## src/rtl/hdx_pkg.sv

```systemverilog
package hdx_pkg;
  localparam int BYTE_W = 8;
  localparam logic [BYTE_W-1:0] NULL_BYTE = 8'h60;

  localparam logic [1:0] END_NONE    = 2'd0;
  localparam logic [1:0] END_OK      = 2'd1;
  localparam logic [1:0] END_TIMEOUT = 2'd2;
  localparam logic [1:0] END_PROTO   = 2'd3;

  typedef enum logic [2:0] {
    ST_IDLE,
    ST_HDR,
    ST_PROC,
    ST_SEND,
    ST_RECV,
    ST_SW2
  } eng_state_t;

  typedef enum logic [2:0] {
    PB_NULL,
    PB_SW1,
    PB_ACK_ALL,
    PB_ACK_ONE,
    PB_BAD
  } pb_class_t;
endpackage

```

## src/rtl/hdx_pb_decode.sv

```systemverilog
module hdx_pb_decode
  import hdx_pkg::*;
(
  input  logic [BYTE_W-1:0] ins,
  input  logic [BYTE_W-1:0] pbyte,
  output pb_class_t         pclass,
  output logic              vpp_req
);
  logic [BYTE_W-1:0] ins_alt;
  logic [3:0]        hi_nib;

  assign ins_alt = ins ^ {{(BYTE_W-1){1'b0}}, 1'b1};
  assign hi_nib  = pbyte[BYTE_W-1 -: 4];

  // Classification priority: null, status, all-remaining, single, invalid
  always_comb begin
    vpp_req = 1'b0;
    if (pbyte == NULL_BYTE) begin
      pclass = PB_NULL;
    end else if (hi_nib == 4'h6 || hi_nib == 4'h9) begin
      pclass = PB_SW1;
    end else if (pbyte == ins) begin
      pclass = PB_ACK_ALL;
    end else if (pbyte == ins_alt) begin
      pclass  = PB_ACK_ALL;
      vpp_req = 1'b1;
    end else if (pbyte == ~ins) begin
      pclass = PB_ACK_ONE;
    end else if (pbyte == ~ins_alt) begin
      pclass  = PB_ACK_ONE;
      vpp_req = 1'b1;
    end else begin
      pclass = PB_BAD;
    end
  end
endmodule

```

## src/rtl/hdx_wwt_timer.sv

```systemverilog
module hdx_wwt_timer #(
  parameter int unsigned ETU_CLKS   = 372,
  parameter int unsigned WI_DEFAULT = 10,
  parameter int          WWT_W      = 32
) (
  input  logic       clk,
  input  logic       rst,
  input  logic       run,
  input  logic       clear,
  input  logic [7:0] wi,
  output logic       expired
);
  localparam int unsigned UNIT = 960 * ETU_CLKS;

  logic [7:0]       wi_eff;
  logic [WWT_W-1:0] limit;
  logic [WWT_W-1:0] cnt;

  assign wi_eff  = (wi == 8'd0) ? 8'(WI_DEFAULT) : wi;
  assign limit   = WWT_W'(wi_eff) * WWT_W'(UNIT);
  assign expired = run && (cnt >= limit);

  always_ff @(posedge clk) begin
    if (rst || !run || clear) begin
      cnt <= '0;
    end else if (!expired) begin
      cnt <= cnt + 1'b1;
    end
  end

  // expiry can only appear after the timer has been running
  assert_expiry_after_run_R9: assert property (@(posedge clk) disable iff (rst)
    $rose(expired) |-> $past(run));
endmodule

```

## src/rtl/hdx_xfer_count.sv

```systemverilog
module hdx_xfer_count #(
  parameter int CW = 8
) (
  input  logic          clk,
  input  logic          rst,
  input  logic          load,
  input  logic [CW-1:0] load_val,
  input  logic          dec,
  output logic [CW-1:0] remaining,
  output logic          is_zero,
  output logic          is_one
);
  always_ff @(posedge clk) begin
    if (rst) begin
      remaining <= '0;
    end else if (load) begin
      remaining <= load_val;
    end else if (dec) begin
      remaining <= remaining - 1'b1;
    end
  end

  assign is_zero = (remaining == '0);
  assign is_one  = (remaining == CW'(1));

  // data moves never exceed the length byte
  assert_no_underflow_R10: assert property (@(posedge clk) disable iff (rst)
    dec |-> !is_zero);
  assert_no_load_during_move_R4: assert property (@(posedge clk) disable iff (rst)
    !(load && dec));
endmodule

```

## src/rtl/hdx_cmd_engine.sv

```systemverilog
module hdx_cmd_engine
  import hdx_pkg::*;
#(
  parameter int unsigned ETU_CLKS   = 372,
  parameter int unsigned WI_DEFAULT = 10,
  parameter int          WWT_W      = 32,
  parameter int          HDR_BYTES  = 5
) (
  input  logic                      clk,
  input  logic                      rst,
  input  logic                      cmd_start,
  input  logic [HDR_BYTES*BYTE_W-1:0] cmd_hdr,
  input  logic                      cmd_to_card,
  input  logic [7:0]                cmd_wi,
  output logic                      busy,
  output logic                      done,
  output logic [1:0]                end_status,
  output logic [BYTE_W-1:0]         card_sw1,
  output logic [BYTE_W-1:0]         card_sw2,
  output logic                      tx_valid,
  output logic [BYTE_W-1:0]         tx_data,
  input  logic                      tx_ready,
  input  logic                      rx_valid,
  input  logic [BYTE_W-1:0]         rx_data,
  input  logic [BYTE_W-1:0]         wr_data,
  output logic                      wr_pop,
  output logic                      rd_valid,
  output logic [BYTE_W-1:0]         rd_data,
  output logic                      vpp_on
);
  localparam int HDR_W   = HDR_BYTES * BYTE_W;
  localparam int IDX_W   = $clog2(HDR_BYTES);
  localparam int INS_POS = 1;
  localparam int LEN_POS = HDR_BYTES - 1;

  eng_state_t          state;
  logic [HDR_W-1:0]    hdr_q;
  logic [IDX_W-1:0]    byte_idx;
  logic                dir_q;
  logic                one_q;
  logic [7:0]          wi_q;
  logic [BYTE_W-1:0]   hdr_bytes [HDR_BYTES];

  generate
    for (genvar g = 0; g < HDR_BYTES; g++) begin : g_hdr_unpack
      assign hdr_bytes[g] = hdr_q[g*BYTE_W +: BYTE_W];
    end
  endgenerate

  // Procedure byte classification
  pb_class_t pclass;
  logic      vpp_req;

  hdx_pb_decode u_decode (
    .ins     (hdr_bytes[INS_POS]),
    .pbyte   (rx_data),
    .pclass  (pclass),
    .vpp_req (vpp_req)
  );

  // Work waiting time
  logic tmr_run;
  logic tmr_expired;

  assign tmr_run = (state == ST_PROC) || (state == ST_RECV) || (state == ST_SW2);

  hdx_wwt_timer #(
    .ETU_CLKS   (ETU_CLKS),
    .WI_DEFAULT (WI_DEFAULT),
    .WWT_W      (WWT_W)
  ) u_timer (
    .clk     (clk),
    .rst     (rst),
    .run     (tmr_run),
    .clear   (rx_valid),
    .wi      (wi_q),
    .expired (tmr_expired)
  );

  // Data byte budget
  logic              cnt_load;
  logic              cnt_dec;
  logic [BYTE_W-1:0] cnt_rem;
  logic              cnt_zero;
  logic              cnt_one;
  logic              tx_fire;

  assign tx_fire  = tx_valid && tx_ready;
  assign cnt_load = (state == ST_IDLE) && cmd_start;
  assign cnt_dec  = ((state == ST_SEND) && tx_fire) ||
                    ((state == ST_RECV) && rx_valid);

  hdx_xfer_count #(.CW(BYTE_W)) u_count (
    .clk       (clk),
    .rst       (rst),
    .load      (cnt_load),
    .load_val  (cmd_hdr[LEN_POS*BYTE_W +: BYTE_W]),
    .dec       (cnt_dec),
    .remaining (cnt_rem),
    .is_zero   (cnt_zero),
    .is_one    (cnt_one)
  );

  // Command termination decision
  logic       fin;
  logic [1:0] fin_code;

  always_comb begin
    fin      = 1'b0;
    fin_code = END_NONE;
    unique case (state)
      ST_PROC: begin
        if (rx_valid) begin
          if (pclass == PB_BAD) begin
            fin      = 1'b1;
            fin_code = END_PROTO;
          end else if ((pclass == PB_ACK_ALL || pclass == PB_ACK_ONE) && cnt_zero) begin
            fin      = 1'b1;
            fin_code = END_PROTO;
          end
        end else if (tmr_expired) begin
          fin      = 1'b1;
          fin_code = END_TIMEOUT;
        end
      end
      ST_SW2: begin
        if (rx_valid) begin
          fin      = 1'b1;
          fin_code = END_OK;
        end else if (tmr_expired) begin
          fin      = 1'b1;
          fin_code = END_TIMEOUT;
        end
      end
      ST_RECV: begin
        if (!rx_valid && tmr_expired) begin
          fin      = 1'b1;
          fin_code = END_TIMEOUT;
        end
      end
      default: ;
    endcase
  end

  // Main sequencer
  always_ff @(posedge clk) begin
    if (rst) begin
      state      <= ST_IDLE;
      hdr_q      <= '0;
      byte_idx   <= '0;
      dir_q      <= 1'b0;
      one_q      <= 1'b0;
      wi_q       <= '0;
      busy       <= 1'b0;
      done       <= 1'b0;
      end_status <= END_NONE;
      card_sw1   <= '0;
      card_sw2   <= '0;
      tx_valid   <= 1'b0;
      tx_data    <= '0;
      wr_pop     <= 1'b0;
      rd_valid   <= 1'b0;
      rd_data    <= '0;
      vpp_on     <= 1'b0;
    end else begin
      wr_pop   <= 1'b0;
      rd_valid <= 1'b0;
      done     <= 1'b0;
      if (fin) begin
        state      <= ST_IDLE;
        busy       <= 1'b0;
        done       <= 1'b1;
        end_status <= fin_code;
        vpp_on     <= 1'b0;
        tx_valid   <= 1'b0;
        if (state == ST_SW2 && rx_valid) begin
          card_sw2 <= rx_data;
        end
      end else begin
        unique case (state)
          ST_IDLE: begin
            if (cmd_start) begin
              hdr_q      <= cmd_hdr;
              dir_q      <= cmd_to_card;
              wi_q       <= cmd_wi;
              byte_idx   <= '0;
              busy       <= 1'b1;
              end_status <= END_NONE;
              card_sw1   <= '0;
              card_sw2   <= '0;
              state      <= ST_HDR;
            end
          end
          ST_HDR: begin
            if (!tx_valid) begin
              tx_valid <= 1'b1;
              tx_data  <= hdr_bytes[byte_idx];
            end else if (tx_ready) begin
              tx_valid <= 1'b0;
              if (byte_idx == IDX_W'(HDR_BYTES - 1)) begin
                state <= ST_PROC;
              end else begin
                byte_idx <= byte_idx + 1'b1;
              end
            end
          end
          ST_PROC: begin
            if (rx_valid) begin
              unique case (pclass)
                PB_SW1: begin
                  card_sw1 <= rx_data;
                  state    <= ST_SW2;
                end
                PB_ACK_ALL, PB_ACK_ONE: begin
                  one_q  <= (pclass == PB_ACK_ONE);
                  vpp_on <= vpp_req;
                  state  <= dir_q ? ST_SEND : ST_RECV;
                end
                default: ;
              endcase
            end
          end
          ST_SEND: begin
            if (!tx_valid) begin
              tx_valid <= 1'b1;
              tx_data  <= wr_data;
              wr_pop   <= 1'b1;
            end else if (tx_ready) begin
              tx_valid <= 1'b0;
              if (one_q || cnt_one) begin
                state <= ST_PROC;
              end
            end
          end
          ST_RECV: begin
            if (rx_valid) begin
              rd_valid <= 1'b1;
              rd_data  <= rx_data;
              if (one_q || cnt_one) begin
                state <= ST_PROC;
              end
            end
          end
          default: ;
        endcase
      end
    end
  end

  // an offered byte stays put until accepted
  assert_tx_hold_R1: assert property (@(posedge clk) disable iff (rst)
    tx_valid && !tx_ready |=> tx_valid && $stable(tx_data));
  // a null byte keeps the engine waiting
  assert_null_waits_R3: assert property (@(posedge clk) disable iff (rst)
    (state == ST_PROC) && rx_valid && (rx_data == NULL_BYTE) |=> (state == ST_PROC) && !done);
  // host-side strobes follow the chosen direction
  assert_pop_dir_R6: assert property (@(posedge clk) disable iff (rst)
    wr_pop |-> dir_q);
  assert_rd_dir_R6: assert property (@(posedge clk) disable iff (rst)
    rd_valid |-> !dir_q);
  // programming voltage off outside a command
  assert_vpp_idle_R7: assert property (@(posedge clk) disable iff (rst)
    !busy |-> !vpp_on);
  // end pulse is single and carries a code
  assert_done_pulse_R8: assert property (@(posedge clk) disable iff (rst)
    done |=> !done);
  assert_done_code_R8: assert property (@(posedge clk) disable iff (rst)
    done |-> (end_status != END_NONE) && !busy);
  // a timeout never ends a command in a cycle that carried a card byte
  assert_timeout_silent_R9: assert property (@(posedge clk) disable iff (rst)
    done && (end_status == END_TIMEOUT) |-> $past(!rx_valid));
  // idle engine ignores card bytes
  assert_idle_ignore_R12: assert property (@(posedge clk) disable iff (rst)
    (state == ST_IDLE) && !cmd_start |=> (state == ST_IDLE));
endmodule

```

## config.mk

```make
export PLATFORM = sky130hd
export DESIGN_NAME = hdx_cmd_engine
export DESIGN_NICKNAME = d
export VERILOG_FILES = /design/src/rtl/hdx_pkg.sv /design/src/rtl/hdx_pb_decode.sv /design/src/rtl/hdx_wwt_timer.sv /design/src/rtl/hdx_xfer_count.sv /design/src/rtl/hdx_cmd_engine.sv
export SDC_FILE = /design/constraint.sdc
export NUM_CORES = 1
export LEC_CHECK = 0
export BUFFER_PORTS_ARGS = -buffer_cell sky130_fd_sc_hd__buf_4
export CELL_PAD_IN_SITES_DETAIL_PLACEMENT = 0
export CELL_PAD_IN_SITES_GLOBAL_PLACEMENT = 2
export CORE_MARGIN = 4
export CORE_UTILIZATION = 34
export CTS_CLUSTER_DIAMETER = 100
export DETAILED_ROUTE_END_ITERATION = 7
export GPL_TIMING_DRIVEN = 0
export HOLD_SLACK_MARGIN = 0.1
export PLACE_DENSITY = 0.81
export SKIP_CTS_REPAIR_TIMING = 1
export SLEW_MARGIN = 20
export SYNTH_ARGS = -nofsm -noshare
export SYNTH_HDL_FRONTEND = slang
export SYNTH_SLANG_ARGS = --single-unit
```

## constraint.sdc

```tcl
create_clock -name clk -period 8.5 [get_ports clk]
set_input_delay 0.425 -clock clk [delete_from_list [all_inputs] [get_ports clk]]
set_output_delay 0.425 -clock clk [all_outputs]
set_load 0.01 [all_outputs]
```

# Word level (Yosys, flattened, before mapping)

Cells that the tools add are included.

Eq/ne operators: 32
$add $sub $neg: 3
Multiplexer cells: 67
Reductions and logical operators: 44
Bitwise gates (word level): 7
Magnitude comparators: 2
$mul: 1

Operators with widths:

| kind                                                | count |
|---|---|
| two-way mux 8 bit                                   | 13 |
| two-way mux 3 bit                                   | 20 |
| adder 32 x 1 -> 32 bit (second input constant)      | 1 |
| == test 8 bit                                       | 4 |
| >= comparator 32 x 27 -> 1 bit                      | 1 |
| case mux 8 bit (2 select lines)                     | 2 |
| binary-select mux 8 bit (select 3 bit)              | 1 |
| inequality test 2 bit (second input constant)       | 11 |
| multiplier 8 x 11 -> 19 bit (second input constant) | 1 |
| two-way mux 2 bit                                   | 9 |
| two-way mux 1 bit                                   | 17 |
| logical NOT 8 bit                                   | 2 |
| inverter 8 bit                                      | 2 |
| case mux 3 bit (5 select lines)                     | 1 |
| == test 3 x 2 -> 1 bit (second input constant)      | 4 |
| == test 3 bit (second input constant)               | 4 |
| case mux 3 bit (2 select lines)                     | 2 |
| AND reduction 3 bit                                 | 4 |
| nonzero test 2 bit                                  | 6 |
| AND reduction 10 bit                                | 1 |
| == test 8 x 1 -> 1 bit (second input constant)      | 1 |
| == test 8 x 7 -> 1 bit (second input constant)      | 1 |
| logical AND 1 bit                                   | 8 |
| logical OR 1 bit                                    | 8 |
| 21 further kinds                                    | 32 |

Word-level logic and storage cells: 175
Bits of input ports: 70
Register bits after elaboration: 136

# Depth between registers and ports, before layout

Word-level depth: 18
Depth in mapped cells: 29

# Modules after synthesis

A second synthesis with hierarchy kept.

Cell total of the unflattened synthesis: 1,078
Area, all modules: 8,874.8 µm²

Modules (own cells, without submodules):

| module         | seq. area each (µm²) | cells each | instances | area an instance (µm²) |
|---|---|---|---|---|
| hdx_wwt_timer  | 640.6                | 520        | 1         | 4,194.0 |
| hdx_cmd_engine | 1,921.8              | 473        | 1         | 3,986.3 |
| hdx_xfer_count | 160.2                | 59         | 1         | 504.2 |
| hdx_pb_decode  | 0.0                  | 26         | 1         | 190.2 |

# Worst setup path after synthesis

OpenSTA, ideal clock, no wires.

Path kind: reg-to-reg
Start: register wi_q[6]
End: register u_timer.cnt[23]
Cell stages (with the launch flop): 29
Slack: 1.939 ns
Required time: 8.430 ns
Arrival time: 6.490 ns
Clock period less this slack: 6.561 ns
Path through: dfxtp_1 inv_1 ha_1 nand4_1 nand2_1 inv_1 fa_1 ha_1 or2_2 fa_1 inv_1 fa_1 inv_1 ha_1 nand3_1 nand2_1 a41oi_1 a21oi_1 a211o_1 a21oi_1 xor2_1 ha_1 a21oi_1 o211ai_1 a2111oi_4 nand4_4 a2111o_1 or3_1 a21oi_1

Cells in the longest elaborated chain, start to end: 5

Ends and longest elaborated chain:

| item                               | RTL line              | text |
|---|---|---|
| start: declaration                 | hdx_cmd_engine.sv:41  | `logic [7:0] wi_q;` |
| start signal: assignment           | hdx_cmd_engine.sv:185 | `wi_q <= cmd_wi;` |
| logical NOT 8 bit                  | hdx_wwt_timer.sv:19   | `assign wi_eff = (wi == 8'd0) ? 8'(WI_DEFAULT) : wi;` |
| two-way mux 8 bit (*)              | hdx_wwt_timer.sv:19   |  |
| multiplier 8 x 11 -> 19 bit (*)    | hdx_wwt_timer.sv:20   | `assign limit = WWT_W'(wi_eff) * WWT_W'(UNIT);` |
| >= comparator 32 x 27 -> 1 bit (*) | hdx_wwt_timer.sv:21   | `assign expired = run && (cnt >= limit);` |
| logical AND 1 bit (*)              | hdx_wwt_timer.sv:21   |  |
| end signal: assignment             | hdx_wwt_timer.sv:27   | `cnt <= cnt + 1'b1;` |
| end: declaration                   | hdx_wwt_timer.sv:17   | `logic [WWT_W-1:0] cnt;` |

Every way passes the cells marked *; elsewhere a longest branch is shown, timed or not.
A chain may end at the register's enable or synchronous reset.

# Worst setup path after layout

Start: register wi_q[7]
End: register u_timer.cnt[26]

Same word-level chain as after synthesis.

==> run summary <==
final global-route overflow total - 0
cell taking the most area after synthesis - dfxtp_1
setup violators final - 0
crit share post-route - 88.8%
Critical Path AT - 7.90 ns
CTS clock-pin slew for the worst setup and hold paths - 0.07 ns
synth top area cells - dfxtp_1 33%, ha_1 11%, nand2_1 8.5%, a21oi_1 7.7%, fa_1 5.1%
Final Hold Vio Count - 0
PortBufs - 108
1st-iter DRT viols - 387
synth unique cells - 60
Gate Count Post-Synth - 1043
Detailed Place HPWL - 19300 um
VDD IR-drop max - 0.000161 V
Setup crit start kind - flop
total leakage power - 4.18 nW
Syn Std Cell Area - 8310 um2
total power - 0.00334 W
reg2reg end - u_timer.cnt[26]$_SDFFE_PP0N_
Reg2Reg Setup Slack - 0.96 ns
status - finished clean
Avg Vias per Cell - 4.96
Avg WL per Cell - 16.5 um
peak per-stage delay on the critical path - 0.54 ns
H-tree depth - 4
Clock Tree Buf Depth - 2
clock sinks - 136
TNS Setup - 0 ns
Hold Crit Class - in2reg
worst-path fanout max - 10
FMAX - 133 MHz
syn nets - 1207
DIE AREA - 27000 um2
Setup Crit Path Kind - reg2reg
register bit total from synthesis - 136
Crit path required time - 8.86 ns
Final Slew Violations - 0
Critical Path Sink Type - flop
Post-synth EDFFs - 0
Core Footprint - 23800 um2
clock buffer count from CTS - 17
CTS tree - yes
Initial DRT Pass Iterations - 5
Die W - 164 um
final core utilization - 42.8%
layout cell share with drive strength beyond 1 - 13.2%
initial antenna violation count - 2
sequential area share after synthesis - 32.8%
Final min period - 7.54 ns
Routed Antenna Nets - 0
CP max stage cell - fa_1
Avg Inst Size Synth - 7.97 um2
clk root buf - clkbuf_16
starting density of the core - 35.0%
P&R area growth vs syn - 22.5%
Total Wirelength - 24900 um
Core Rows - 56
PD cells - 328 nW/um2
synth warn - 0
Layout Skew - 0.0149 ns
DRC violations left - 0
worst setup path start - wi_q[7]$_SDFFE_PP0P_
unrepaired setup endpoints after global routing - no
Total Routing Usage GR - 18.8%
worst skew pair latency - 0.42 ns
first-pass GRT wire length - 39700 um
vias in the first global route - 7356
Critical path destination - u_timer.cnt[26]$_SDFFE_PP0N_
I/O pin total - 110
async set-reset flop share out of synthesis - 0%
max-cap viol count - 0
Layout Nets - 1334
pin slew with the least headroom to its limit - 0.783 ns
largest net degree at the start of global routing - 17
Max-slew headroom - 47.6%
r2r worst-path depth - 28
worst reg2reg startpoint - wi_q[7]$_SDFFE_PP0P_
die height - 164 um
vias - 7454
RePlAce Congestion - 0.810
post-synth top area share - 32.8%
Fillers - 2453
Synth Flop Type - dfxtp_1
==> metrics by stage <==
| stage | setup slack [ns] | cells | area [um2] | hold WS, ns |
|---|---|---|---|---|
| 6_report | 0.956 | 1504 | 10200 | 0.237 |
| 5_1_grt | 0.328 | 1504 | 10200 | 0.220 |
| 3_3_place_gp | 0.865 | 1470 | 9520 | 0.442 |
| 2_1_floorplan | 1.94 | 1043 | 8310 | 0.436 |
| 4_1_cts | 0.832 | 1502 | 10200 | 0.219 |
| 3_5_place_dp | 0.862 | 1470 | 9520 | 0.447 |
==> area by class of cell <==
type	count	area [um2]	share of cell area [%]
Clock inverter	15	226	2.23
Tap cell	319	399	3.92
Buffer	53	203	1.99
Inverter	75	282	2.77
Antenna cell	2	5.00	0.0492
Timing Repair Buffer	108	811	7.97
Multi-Input combinational cell	779	5100	50.1
Clock buffer	17	425	4.18
Sequential cell	136	2720	26.8
==> synth_stat cells (7+ instances only) <==
cell type	number
nand2_1	189
dfxtp_1	136
a21oi_1	128
inv_1	75
nor2_1	75
ha_1	73
clkbuf_1	50
o21ai_0	34
nand3_1	30
xnor2_1	26
a211oi_1	21
fa_1	21
xor2_1	20
mux2i_1	19
nor3_1	16
and2_1	10
nand2b_1	10
or4_1	9
nand4_1	8
o22ai_1	8
and3_1	7
o31ai_1	7
==> report_power, final <==
group,total (W),switching [W],internal (W)
Sequential,0.000781,0.0000664,0.000715
Combinational,0.00173,0.00105,0.000676
Clock,0.000831,0.000350,0.000481
==> flip-flops by register name (all words and copies together) (netlist names) <==
signal,flops
busy,1
byte_idx,3
card_sw1,8
card_sw2,8
dir_q,1
done,1
end_status,2
hdr_q,40
one_q,1
rd_data,8
rd_valid,1
state,3
tx_data,8
tx_valid,1
u_count.remaining,8
u_timer.cnt,32
vpp_on,1
wi_q,8
wr_pop,1
==> per-layer routing <==
metal | global-route usage [%] | wire (um) | part of all wire (%)
met5 | 0 | 0 | 0
met4 | 4.84 | 284 | 1.1
met2 | 31.9 | 12100 | 49
met1 | 24.6 | 11700 | 47
met3 | 3.39 | 776 | 3.1
==> layout by cell type, fill, tap and decap left out, drive strengths merged, types with 17 or more instances in the layout <==
| master | count |
|---|---|
| nand2 | 189 |
| dfxtp | 136 |
| a21oi | 128 |
| buf | 111 |
| inv | 83 |
| nor2 | 75 |
| ha | 73 |
| clkbuf | 67 |
| o21ai | 35 |
| nand3 | 30 |
| xnor2 | 26 |
| a211oi | 21 |
| fa | 21 |
| xor2 | 20 |
| mux2i | 19 |
| nor3 | 17 |
==> worst min-delay path by stage <==
stage	to	slack, ns	startpoint	depth (start not counted)
global route	hdr_q[3]$_SDFFE_PP0P_	0.22	cmd_hdr[3]	3
floorplan	hdr_q[0]$_SDFFE_PP0P_	0.44	hdr_q[0]$_SDFFE_PP0P_	2
global placement	card_sw1[2]$_SDFFE_PP0P_	0.44	card_sw1[2]$_SDFFE_PP0P_	2
detailed placement	hdr_q[34]$_SDFFE_PP0P_	0.45	hdr_q[34]$_SDFFE_PP0P_	2
CTS	hdr_q[7]$_SDFFE_PP0P_	0.22	cmd_hdr[7]	3
finish	hdr_q[4]$_SDFFE_PP0P_	0.24	cmd_hdr[4]	3
==> worst max-delay path: cells and delay by family, from the launching register on <==
kind / cells / cell delay [ns]
adder cells (fa/ha/maj): 7 / 2.33
flip-flops: 1 / 0.49
buffers and inverters: 4 / 0.44
AO/OA/AOI/OAI: 11 / 2.47
AND/OR/NAND/NOR: 4 / 1.28
XOR/XNOR: 2 / 0.47
==> cells by family (layout without fill, tap and decap cells) <==
family / after synthesis / in the layout / share of synthesized area (%)
other: 0 / 2 / 0
adder cells (fa/ha/maj): 94 / 94 / 16.1
multiplexers: 19 / 19 / 2.29
AND/OR/NAND/NOR: 383 / 383 / 21.1
AO/OA/AOI/OAI: 237 / 237 / 17.1
flip-flops: 136 / 136 / 32.8
XOR/XNOR: 46 / 46 / 4.85
buffers and inverters: 128 / 268 / 5.83
Power figures use the tool's default switching activity.
